`src/rtl/gpio_evt_pkg.sv`:
```
package gpio_evt_pkg;

    localparam int NPINS = 8;
    localparam int DW    = 8;
    localparam int AW    = 3;
    localparam int IDXW  = $clog2(NPINS);

    typedef enum logic [AW-1:0] {
        OFS_DOUT  = 3'd0,
        OFS_DIN   = 3'd1,
        OFS_EVEN  = 3'd2,
        OFS_EVST  = 3'd3,
        OFS_INDEX = 3'd4,
        OFS_ROUTE = 3'd5
    } ofs_e;

    typedef struct packed {
        logic smi;
        logic irq;
    } route_t;

    localparam route_t ROUTE_RESET = '{smi: 1'b0, irq: 1'b1};

    function automatic logic [DW-1:0] route_to_byte(input route_t r);
        return {{(DW-2){1'b0}}, r.smi, r.irq};
    endfunction

    function automatic route_t byte_to_route(input logic [DW-1:0] b);
        return '{smi: b[1], irq: b[0]};
    endfunction

endpackage

```
`src/rtl/gpio_sync.sv`:
```
module gpio_sync #(
    parameter int W = 8
) (
    input  logic         clk,
    input  logic         rst,
    input  logic [W-1:0] async_in,
    output logic [W-1:0] sync_out
);
    logic [W-1:0] stage1;

    always_ff @(posedge clk) begin
        if (rst) begin
            stage1   <= '0;
            sync_out <= '0;
        end else begin
            stage1   <= async_in;
            sync_out <= stage1;
        end
    end
endmodule

```
`src/rtl/gpio_evt_detect.sv`:
```
module gpio_evt_detect #(
    parameter int W = 8
) (
    input  logic         clk,
    input  logic         rst,
    input  logic [W-1:0] level,
    input  logic [W-1:0] evt_en,
    input  logic [W-1:0] clr_mask,
    output logic [W-1:0] status_q
);
    logic [W-1:0] prev_q;
    logic [W-1:0] rise;

    assign rise = level & ~prev_q;

    always_ff @(posedge clk) begin
        if (rst) begin
            prev_q   <= '0;
            status_q <= '0;
        end else begin
            prev_q   <= level;
            status_q <= (status_q & ~clr_mask) | (rise & evt_en);
        end
    end

    // a set bit survives unless its clear was written
    a_r6_status_sticky: assert property (@(posedge clk) disable iff (rst)
        1'b1 |=> ((($past(status_q) & ~$past(clr_mask)) & ~status_q) == '0));

    // a bit cannot become set while its enable is low
    a_r5_set_needs_enable: assert property (@(posedge clk) disable iff (rst)
        1'b1 |=> ((status_q & ~$past(status_q) & ~$past(evt_en)) == '0));

    // an enabled edge always lands, even against a clear
    a_r8_set_wins: assert property (@(posedge clk) disable iff (rst)
        1'b1 |=> ((($past(rise) & $past(evt_en)) & ~status_q) == '0));
endmodule

```
`src/rtl/gpio_route_bank.sv`:
```
module gpio_route_bank
    import gpio_evt_pkg::*;
(
    input  logic            clk,
    input  logic            rst,
    input  logic            idx_we,
    input  logic            route_we,
    input  logic [DW-1:0]   wdata,
    output logic [IDXW-1:0] idx_q,
    output logic [DW-1:0]   route_rd,
    output logic [NPINS-1:0] irq_route,
    output logic [NPINS-1:0] smi_route
);
    route_t entries [NPINS];

    always_ff @(posedge clk) begin
        if (rst) begin
            idx_q <= '0;
        end else if (idx_we) begin
            idx_q <= wdata[IDXW-1:0];
        end
    end

    for (genvar p = 0; p < NPINS; p++) begin : g_entry
        always_ff @(posedge clk) begin
            if (rst) begin
                entries[p] <= ROUTE_RESET;
            end else if (route_we && (idx_q == IDXW'(p))) begin
                entries[p] <= byte_to_route(wdata);
            end
        end
        assign irq_route[p] = entries[p].irq;
        assign smi_route[p] = entries[p].smi;
    end

    assign route_rd = route_to_byte(entries[idx_q]);
endmodule

```
`src/rtl/gpio_evt_port.sv`:
```
module gpio_evt_port
    import gpio_evt_pkg::*;
#(
    parameter bit HAS_EVENTS = 1'b1
) (
    input  logic             clk,
    input  logic             rst,
    input  logic [NPINS-1:0] pin_in,
    output logic [NPINS-1:0] pin_out,
    input  logic             wr_en,
    input  logic [AW-1:0]    addr,
    input  logic [DW-1:0]    wdata,
    output logic [DW-1:0]    rdata,
    output logic             irq_o,
    output logic             smi_o
);
    logic [NPINS-1:0] din_sync;
    logic [NPINS-1:0] evt_en_q;
    logic [NPINS-1:0] status;
    logic [NPINS-1:0] irq_route;
    logic [NPINS-1:0] smi_route;
    logic [IDXW-1:0]  idx_q;
    logic [DW-1:0]    route_rd;

    gpio_sync #(.W(NPINS)) u_sync (
        .clk(clk), .rst(rst), .async_in(pin_in), .sync_out(din_sync)
    );

    always_ff @(posedge clk) begin
        if (rst) begin
            pin_out <= '0;
        end else if (wr_en && addr == OFS_DOUT) begin
            pin_out <= wdata[NPINS-1:0];
        end
    end

    if (HAS_EVENTS) begin : g_evt
        logic [NPINS-1:0] clr_mask;

        always_ff @(posedge clk) begin
            if (rst) begin
                evt_en_q <= '0;
            end else if (wr_en && addr == OFS_EVEN) begin
                evt_en_q <= wdata[NPINS-1:0];
            end
        end

        assign clr_mask = (wr_en && addr == OFS_EVST) ? wdata[NPINS-1:0] : '0;

        gpio_evt_detect #(.W(NPINS)) u_det (
            .clk(clk), .rst(rst), .level(din_sync), .evt_en(evt_en_q),
            .clr_mask(clr_mask), .status_q(status)
        );

        gpio_route_bank u_route (
            .clk(clk), .rst(rst),
            .idx_we(wr_en && addr == OFS_INDEX),
            .route_we(wr_en && addr == OFS_ROUTE),
            .wdata(wdata), .idx_q(idx_q), .route_rd(route_rd),
            .irq_route(irq_route), .smi_route(smi_route)
        );
    end else begin : g_basic
        assign evt_en_q  = '0;
        assign status    = '0;
        assign irq_route = '0;
        assign smi_route = '0;
        assign idx_q     = '0;
        assign route_rd  = '0;
    end

    assign irq_o = |(status & irq_route);
    assign smi_o = |(status & smi_route);

    always_comb begin
        unique case (addr)
            OFS_DOUT:  rdata = DW'(pin_out);
            OFS_DIN:   rdata = DW'(din_sync);
            OFS_EVEN:  rdata = DW'(evt_en_q);
            OFS_EVST:  rdata = DW'(status);
            OFS_INDEX: rdata = DW'(idx_q);
            OFS_ROUTE: rdata = route_rd;
            default:   rdata = '0;
        endcase
    end

    // reserved routing bits never read back as 1
    a_r4_route_reserved: assert property (@(posedge clk) disable iff (rst)
        (addr == OFS_ROUTE) |-> (rdata[DW-1:2] == '0));

    // no latched event means both request lines are quiet
    a_r7_quiet_when_clear: assert property (@(posedge clk) disable iff (rst)
        (status == '0) |-> (!irq_o && !smi_o));

    // unused offsets read zero
    a_r9_unused_zero: assert property (@(posedge clk) disable iff (rst)
        (addr > OFS_ROUTE) |-> (rdata == '0));
endmodule

```
`config.mk`:
```
export PLATFORM = sky130hd
export DESIGN_NAME = gpio_evt_port
export DESIGN_NICKNAME = d
export VERILOG_FILES = /design/src/rtl/gpio_evt_pkg.sv /design/src/rtl/gpio_sync.sv /design/src/rtl/gpio_evt_detect.sv /design/src/rtl/gpio_route_bank.sv /design/src/rtl/gpio_evt_port.sv
export SDC_FILE = /design/constraint.sdc
export NUM_CORES = 1
export LEC_CHECK = 0
export BUFFER_PORTS_ARGS = -buffer_cell sky130_fd_sc_hd__buf_2
export CORE_AREA = 5 5 84 105
export CTS_BUF_LIST = sky130_fd_sc_hd__clkbuf_4 sky130_fd_sc_hd__clkbuf_8
export CTS_CLUSTER_DIAMETER = 150
export CTS_CLUSTER_SIZE = 30
export DETAILED_ROUTE_END_ITERATION = 12
export DIE_AREA = 0 0 89 110
export SETUP_SLACK_MARGIN = 0.1
export SYNTH_ARGS = -nofsm -noshare
export SYNTH_HDL_FRONTEND = slang
export SYNTH_SLANG_ARGS = --single-unit
```
`constraint.sdc`:
```
create_clock -name clk -period 1.5 [get_ports clk]
set_input_delay 0.3 -clock clk [delete_from_list [all_inputs] [get_ports clk]]
set_output_delay 0.3 -clock clk [all_outputs]
set_load 0.05 [all_outputs]
```
==> results.cfg, run 1 <==
[timing]
slew_headroom_pct = 74.2
period_share_pct = 133
rsz0062_at_grt = yes
worstMarginPinSlew_ns = 0.385
setup_viol = 10
fin_crit_ns = 2.00
fin_skew_ns = 0.00561
setup_ws_ns = -0.496
drv_slew = 0
hold_viol = 0
fmax_mhz = 501

[place]
dpl.hpwl_um = 5470
port_buffers = 39
placedCellCount = 455
place.gp.congestion = 0.856

[finish]
fillers = 698
layoutNonFillerInstCount = 477
syn_to_final_growth_pct = 36.4
layout-drive-gt1-share_pct = 43.5
antenna_cells = 0
fin_nets = 399

[pwr]
power_density_mw_per_mm2 = 928
vdd_drop_max_mv = 0.468
finalPower_mw = 3.76
p_leak_nw = 1.54

[route]
drtIter0Drc = 137
final_antenna_net_count = 0
route.detailed.drc = 0
vias = 2376
wl_per_cell_um = 15.3
detail_route.wirelength_um = 7310
dr.pass1.iters = 4
vias_per_cell = 4.98

[cts]
insertion_delay_ns = 0.34
h-tree-depth = 3
cts_tree = done
clockBufferDepth = 2
cts_root_buf = clkbuf_8
clk_pin_slew_worst_paths_ns = 0.08
cts_sinks = 70
cts_made_buffers = 9

[setup_path]
critical_path.top_delay_family = multiplexers
crit_chain = mux4_2 > o21ai_4 > o31ai_4 > buf_6
cp_data_arrival_time_ns = 1.70
critPathSlowestCell = mux4_2
required_ns = 1.20
cp_slowest_stage_delay_ns = 0.53
critPathMaxFanout = 2
crit_path_end_kind = output port
crit_buf_inv = 1
crit_type = reg2out
start_kind = register

[floorplan]
rows = 36
dieArea_mm2 = 0.00979
io_pins = 40
die_w_um = 89
core_mm2 = 0.00770
initial_core_util_pct = 38.5
die_y_um = 110

[outcome]
status = finished, violations left
violations = negative setup slack

[global_routing]
grt_antenna_before_repair = 0
grt_pass1_vias = 2439
grt_usage_pct = 16.5
overflow = 0
grt_pass1_wl_um = 12000
grt_max_degree = 27

[synth]
synthDistinctLibCells = 36
avgSynthCellArea_um2 = 9.96
yosys_register_bits = 70
synth_nets = 320
syn_inst = 298
yosys-top-cells-area = dfxtp_1, edfxtp_1, nor2b_1
synth_top_area_share_pct = 36.4
synth-seq-area-share_pct = 52.6
synth_top_area_cell = dfxtp_1
ys_warn_count = 0
netlist_area_mm2 = 0.00297

[worst_hold_path]
hold_class = in2reg

[job]
maxCapViolations = 0
-- worst paths after layout --
kind | startpoint | to | slack (ns) | depth (start not counted)
worst max-delay path | g_evt.u_route.entries[3][1] | rdata[1] | -0.50 | 4
worst min-delay path | pin_in[6] | u_sync.stage1[6] | 0.16 | 2
worst max register to register | g_evt.u_route.idx_q[2] | g_evt.u_route.entries[4][1] | 0.06 | 3
worst min register to register | u_sync.stage1[5] | u_sync.sync_out[5] | 0.44 | 1
-- cell usage after synthesis --
| master | instances |
|---|---|
| a211oi_1 | 2 |
| a21oi_1 | 16 |
| a22oi_1 | 12 |
| and2b_1 | 1 |
| and3_1 | 1 |
| and4b_1 | 1 |
| and4bb_2 | 1 |
| buf_1 | 2 |
| buf_2 | 3 |
| buf_4 | 2 |
| buf_6 | 1 |
| clkbuf_1 | 10 |
| dfxtp_1 | 54 |
| edfxtp_1 | 16 |
| inv_1 | 1 |
| mux2_2 | 2 |
| mux2i_1 | 15 |
| mux4_2 | 7 |
| nand2_1 | 47 |
| nand2b_1 | 3 |
| nand3_1 | 6 |
| nand3_2 | 1 |
| nand3b_1 | 2 |
| nand4_1 | 2 |
| nor2_1 | 35 |
| nor2b_1 | 34 |
| nor3_1 | 3 |
| nor3_2 | 1 |
| nor3b_2 | 1 |
| nor4b_2 | 1 |
| o21a_1 | 1 |
| o21ai_0 | 6 |
| o22a_1 | 2 |
| o22ai_1 | 1 |
| o31ai_1 | 3 |
| or3b_4 | 2 |
-- cell type report --
cell class,instances,area [um^2],area share [%]
Tap cell,95,119,2.93
Multi-Input combinational cell,209,1520,37.5
Clock buffer,10,138,3.40
Timing Repair Buffer,86,641,15.8
Inverter,1,3.75,0.0927
Sequential cell,70,1590,39.2
Clock inverter,6,45.0,1.11
-- cell families (layout without fill, tap and decap cells) --
kind of cell	after synthesis	after routing	synth area share [%]
AO/OA/AOI/OAI	43	43	9.06
buffers and inverters	19	103	3.03
flip-flops	70	70	52.6
multiplexers	24	24	11.1
AND/OR/NAND/NOR	142	142	24.2
-- timing repair --
item,in CTS,in global routing
cloned,0,0
setup endpoints to repair,26,28
pin swaps,14,5
gates resized for setup,45,12
buffers inserted,5,3
hold buffers,0,0
-- power by group --
group | switching (mW) | total, mW | internal, mW
clock | 0.733 | 1.39 | 0.654
sequential | 0.0289 | 2.00 | 1.97
combinational | 0.206 | 0.368 | 0.162
total | 0.968 | 3.76 | 2.79
-- registers in the layout (all words and copies together), names as in the netlist, named ones only --
signal and cells:
g_evt.u_route.idx_q 3, g_evt.u_det.status_q 8, u_sync.sync_out 8, g_evt.u_det.prev_q 8
g_evt.u_route.entries 16, u_sync.stage1 8, pin_out 8, evt_en_q 8
-- cell usage in the layout (no fill, tap or decap), types with 3 or more instances in the layout --
master and instances:
o31ai_4 3, a22oi_1 5, mux2i_1 15, dfxtp_1 34, nor2_2 4, nor2_1 31, nand3_1 6, nand2b_1 3
a22oi_2 7, buf_4 43, buf_2 28, mux4_2 7, nand2_1 47, o21ai_4 3, dfxtp_2 20, clkbuf_8 10
a21oi_1 16, buf_6 14, edfxtp_1 16, nor2b_1 29, nor2b_4 5
-- through the flow --
stage / TNS (ns) / hold slack (ns) / utilization [%] / instance area, um^2 / worst slack, ns
after detailed placement: -9.01 / 0.425 / 47.3 / 3640 / -0.362
after CTS: -2.82 / 0.142 / 51.8 / 3990 / -0.544
after global routing: -3.13 / 0.149 / 52.6 / 4050 / -0.554
final: -2.57 / 0.159 / 52.6 / 4050 / -0.496
after floorplan: -0.501 / 0.414 / - / 3140 / -0.158
after global placement: -7.83 / 0.417 / 47.3 / 3640 / -0.321
-- layer usage --
metal	track usage, %	vias up	share of wire, %
li1	-	1191	-
met1	20.5	1114	43
met2	27.1	62	50
met3	3.94	9	5.4
met4	7.13	0	1.8
met5	0	-	0
(Power assumes the default switching activity.)
==> run 2: changes to the inputs <==
- CORE_AREA: 5 5 84 105 -> 5 5 113 83
- DIE_AREA: 0 0 89 110 -> 0 0 118 88
- SYNTH_HIERARCHICAL: default -> 1
==> results.cfg, run 2 <==
[setup_path]
crit_type = reg2out
critical_path.top_delay_family = multiplexers
crit_path_end_kind = output port
cp_slowest_stage_delay_ns = 0.49
critPathMaxFanout = 2
crit_buf_inv = 1
required_ns = 1.20
critPathSlowestCell = mux4_2
cp_data_arrival_time_ns = 2.08
reg2reg_depth = 3
crit_chain = mux4_2 > mux2_4 > and3_4 > a21oi_4 > o221ai_4 > buf_6
start_kind = register
path_depth = 6

[outcome]
status = finished, violations left
violations = negative setup slack

[synth]
synthFlopType = dfxtp_1
avgSynthCellArea_um2 = 10.7
syn_inst = 298
synth_edf_count = 16
synthDistinctLibCells = 38
yosys-top-cells-area = dfxtp_1, edfxtp_1, mux2i_1
netlist_area_mm2 = 0.00318
async_flop_share_pct = 0
synth_common_cells = dfxtp_1, nand2_1, nor2_1
synthMostInstantiatedCell = dfxtp_1
yosys_register_bits = 70
ys_warn_count = 6
synth-seq-area-share_pct = 49.1
synth_top_area_share_pct = 34.0
synth_top_area_cell = dfxtp_1

[cts]
clk_pin_slew_worst_paths_ns = 0.08
insertion_delay_ns = 0.35
clockBufferDepth = 2
h-tree-depth = 3
cts_made_buffers = 9
cts_root_buf = clkbuf_8
cts_sinks = 70
cts_tree = done

[finish]
layoutNonFillerInstCount = 505
final_util_pct = 55.7
syn_to_final_growth_pct = 43.4
antenna_cells = 0
largest_register_ffs = 16
final_cell_mix = buf_4, dfxtp_1, nand2_1
fin_nets = 417
regMostFlops = g_evt.u_route/entries
final_common_cell = buf_4
layout-drive-gt1-share_pct = 51.2

[global_routing]
grt_pass1_vias = 2636
grt_usage_pct = 17.5
grt_max_degree = 39
grt_pass1_wl_um = 14000
overflow = 0
grt_antenna_before_repair = 0

[timing]
rsz0062_at_grt = yes
setup_viol = 10
fin_crit_ns = 2.38
hold_viol = 0
fmax_mhz = 420
period_share_pct = 159
setup_ws_ns = -0.881
drv_slew = 0
fin_skew_ns = 0.00898

[pwr]
vdd_drop_max_mv = 0.523
power_density_mw_per_mm2 = 954
p_leak_nw = 1.83
finalPower_mw = 4.36

[route]
route.detailed.drc = 0
drtIter0Drc = 139
dr.pass1.iters = 4
vias_per_cell = 5.04
wl_per_cell_um = 17.0
detail_route.wirelength_um = 8600
final_antenna_net_count = 0
vias = 2543

[floorplan]
core_mm2 = 0.00820
io_pins = 40
rows = 28
dieArea_mm2 = 0.0104
die_y_um = 88
die_w_um = 118
initial_core_util_pct = 38.8

[worst_hold_path]
min_path_cells = 2
hold_class = in2reg

[place]
dpl.hpwl_um = 6310
port_buffers = 39
dpl_worst_slack_ns = -0.576
placedCellCount = 480
place.gp.congestion = 0.816

[job]
maxCapViolations = 0
-- run 2: changes by cell type after synthesis, sizes merged, moves of 5 or more --
cell | before | now
nor2b | 34 | 15
o221ai | 0 | 6
mux2 | 2 | 8
and2b | 1 | 9
nand3 | 7 | 1
nand3b | 2 | 13
buf | 8 | 16
nand2b | 3 | 15
and2 | 0 | 8
a21o | 0 | 5
mux2i | 15 | 20
clkbuf | 10 | 3
nand2 | 47 | 33
nor2 | 35 | 23
-- run 2: cells by family after synthesis --
family / synth area share [%]
AND/OR/NAND/NOR: 24.4
other: 0.118
flip-flops: 49.1
multiplexers: 13.1
buffers and inverters: 4.32
AO/OA/AOI/OAI: 8.92
-- run 2: layout make-up --
class / instances / area (um^2)
multi-input combinational: 214 / 1850
fill: 725 / 3630
clock inverter: 6 / 110
timing repair buffer: 100 / 759
tap: 105 / 131
clock buffer: 10 / 131
sequential: 70 / 1590
-- run 2: worst paths after layout --
path / slack (ns) / endpoint / start
worst max-delay path: -0.88 / rdata[0] / g_evt.u_route/entries[7][0]
worst min-delay path: 0.15 / u_sync/stage1[6] / pin_in[6]
worst max register to register: 0.16 / g_evt.u_route/entries[6][1] / g_evt.u_route/idx_q[1]
worst min register to register: 0.44 / u_sync/sync_out[4] / u_sync/stage1[4]
-- run 2: repair_timing --
item                                    in CTS  in global routing
cloned                                       0                  0
hold buffers                                 0                  0
endpoints found under the setup margin      20                 30
pin swaps                                   13                  4
endpoints found under the hold margin        0                  0
gates resized for setup                     64                 13
buffers inserted                            13                  0
-- run 2: layer usage --
metal | track usage (%) | wire length, um | up-vias
li1 | - | - | 1236
met1 | 23.5 | 4120 | 1220
met2 | 27.5 | 3810 | 74
met3 | 5.16 | 542 | 13
met4 | 5.94 | 128 | 0
met5 | 0 | 0 | -
-- run 2: metrics by stage --
stage | hold WS (ns) | setup TNS, ns | area [um^2]
final | 0.150 | -2.85 | 4560
after global routing | 0.139 | -3.43 | 4560
after CTS | 0.133 | -3.01 | 4530
after detailed placement | 0.425 | -11.16 | 4000
after global placement | 0.420 | -11.48 | 4000
after floorplan | 0.372 | -2.03 | 3420
-- run 2: where the power goes --
group | internal, mW | switching, mW | leakage, nW
clock | 1.12 | 0.727 | 0.116
sequential | 1.97 | 0.0299 | 0.589
combinational | 0.239 | 0.268 | 1.12
==> run 3: changes to the inputs <==
- BUFFER_PORTS_ARGS: -buffer_cell sky130_fd_sc_hd__buf_2 -> default
- DONT_BUFFER_PORTS: default -> 1
==> results.cfg, run 3 (same netlist as run 2, synthesis figures left out) <==
[setup_path]
crit_buf_inv = 1
path_depth = 5
reg2reg_depth = 3
critPathMaxFanout = 2
crit_path_end_kind = output port
cp_data_arrival_time_ns = 2.02
crit_type = reg2out
critPathSlowestCell = mux4_2
cp_slowest_stage_delay_ns = 0.49
crit_chain = mux4_2 > mux2_4 > mux2i_1 > o221ai_2 > buf_12
start_kind = register
reg2reg_slack_ns = 0.15
critical_path.top_delay_family = multiplexers
required_ns = 1.20

[global_routing]
grtUsageMet3_pct = 7.68
grt_most_used_layer = met2
met1_usage_pct = 21.6
grt_pass1_wl_um = 13100
grt_usage_pct = 16.8
grt_antenna_before_repair = 0
grt_max_degree = 31
overflow = 0
use_met2_pct = 25.8
grt_pass1_vias = 2264

[timing]
slew_headroom_pct = 24.9
hold_viol = 0
fin_skew_ns = 0.00510
period_share_pct = 155
rsz0062_at_grt = yes
fin_crit_ns = 2.32
setup_ws_ns = -0.819
whs_ns = 0.0444
setup_viol = 10
worstMarginPinSlew_ns = 1.13
fmax_mhz = 431
fin_setup_tns_ns = -2.38
drv_slew = 0

[finish]
antenna_cells = 0
final_common_cell = dfxtp_1
regMostFlops = g_evt.u_route/entries
multiInputGateArea_mm2 = 0.00183
largest_register_ffs = 16
final_cell_mix = dfxtp_1, nand2_1, buf_4
fin_nets = 358
layout-drive-gt1-share_pct = 40.5
fillers = 733
layoutNonFillerInstCount = 446
syn_to_final_growth_pct = 30.9
seqCellArea_mm2 = 0.00160

[floorplan]
core_mm2 = 0.00820
initial_core_util_pct = 38.8
die_y_um = 88
dieArea_mm2 = 0.0104
die_w_um = 118
rows = 28
io_pins = 40

[cts]
insertion_delay_ns = 0.35
h-tree-depth = 3
cts_sinks = 70
cts_root_buf = clkbuf_8
clk_pin_slew_worst_paths_ns = 0.07
clockBufferDepth = 2
cts_tree = done
cts_made_buffers = 9

[pwr]
p_leak_nw = 1.52
power_density_mw_per_mm2 = 999
vdd_drop_max_mv = 0.736
finalPower_mw = 4.16

[worst_hold_path]
hold_class = in2reg
min_path_cells = 1

[place]
dpl.hpwl_um = 5750
placedCellCount = 418
dpl_worst_slack_ns = -0.490
port_buffers = 0
place.gp.congestion = 0.810

[route]
final_antenna_net_count = 0
detail_route.wirelength_um = 8120
vias_per_cell = 5.13
dr.pass1.iters = 4
drtIter0Drc = 148
vias = 2286
wl_per_cell_um = 18.2
route.detailed.drc = 0

[outcome]
status = finished, violations left
violations = negative setup slack

[job]
maxCapViolations = 0
[run 3: cell types whose count changed in the layout (fill, tap and decap cells not counted), sizes merged]
cell	delta
buf	-65
dlygate4sd3	+5
clkinv	+2
clkbuf	-1
clkinvlp	-1
dlymetal6s4s	+1
[run 3: stage by stage]
stage / util, % / cell area, um^2
floorplan: - / 3420
global placement: 44.3 / 3630
detailed placement: 44.3 / 3630
CTS: 50.0 / 4100
global route: 50.8 / 4170
finish: 50.8 / 4170
[run 3: path summary, 6_finish.rpt]
path                                                  start                           to
worst min-delay path                                    rst                     register
worst min register to register             u_sync/stage1[2]           u_sync/sync_out[2]
worst max-delay path            g_evt.u_route/entries[5][1]                     rdata[1]
worst max register to register       g_evt.u_route/idx_q[2]  g_evt.u_route/entries[4][0]
[run 3: report_power, final]
group / switching, mW / internal (mW)
Clock: 0.701 / 1.09
Sequential: 0.0313 / 1.97
Combinational: 0.193 / 0.179
Total: 0.926 / 3.24
[run 3: repair_timing]
item / 4_1_cts / 5_1_grt
buffers inserted: 6 / 1
pin swaps: 13 / 5
hold buffers: 4 / 2
endpoints found under the setup margin: 12 / 40
resized for setup: 48 / 10
endpoints found under the hold margin: 26 / 1
[run 3: metal layers]
metal  part of all wire [%]  wire (um)
met3                    8.0        646
met4                   0.55         45
met2                     44       3580
met5                      0          0
met1                     47       3850
[run 3: cell type report]
cell class / instances / area share, %
Sequential cell: 70 / 38.5
Clock buffer: 9 / 2.97
Clock inverter: 7 / 2.70
Tap cell: 105 / 3.15
Timing Repair Buffer: 41 / 8.77
Multi-Input combinational cell: 214 / 43.9
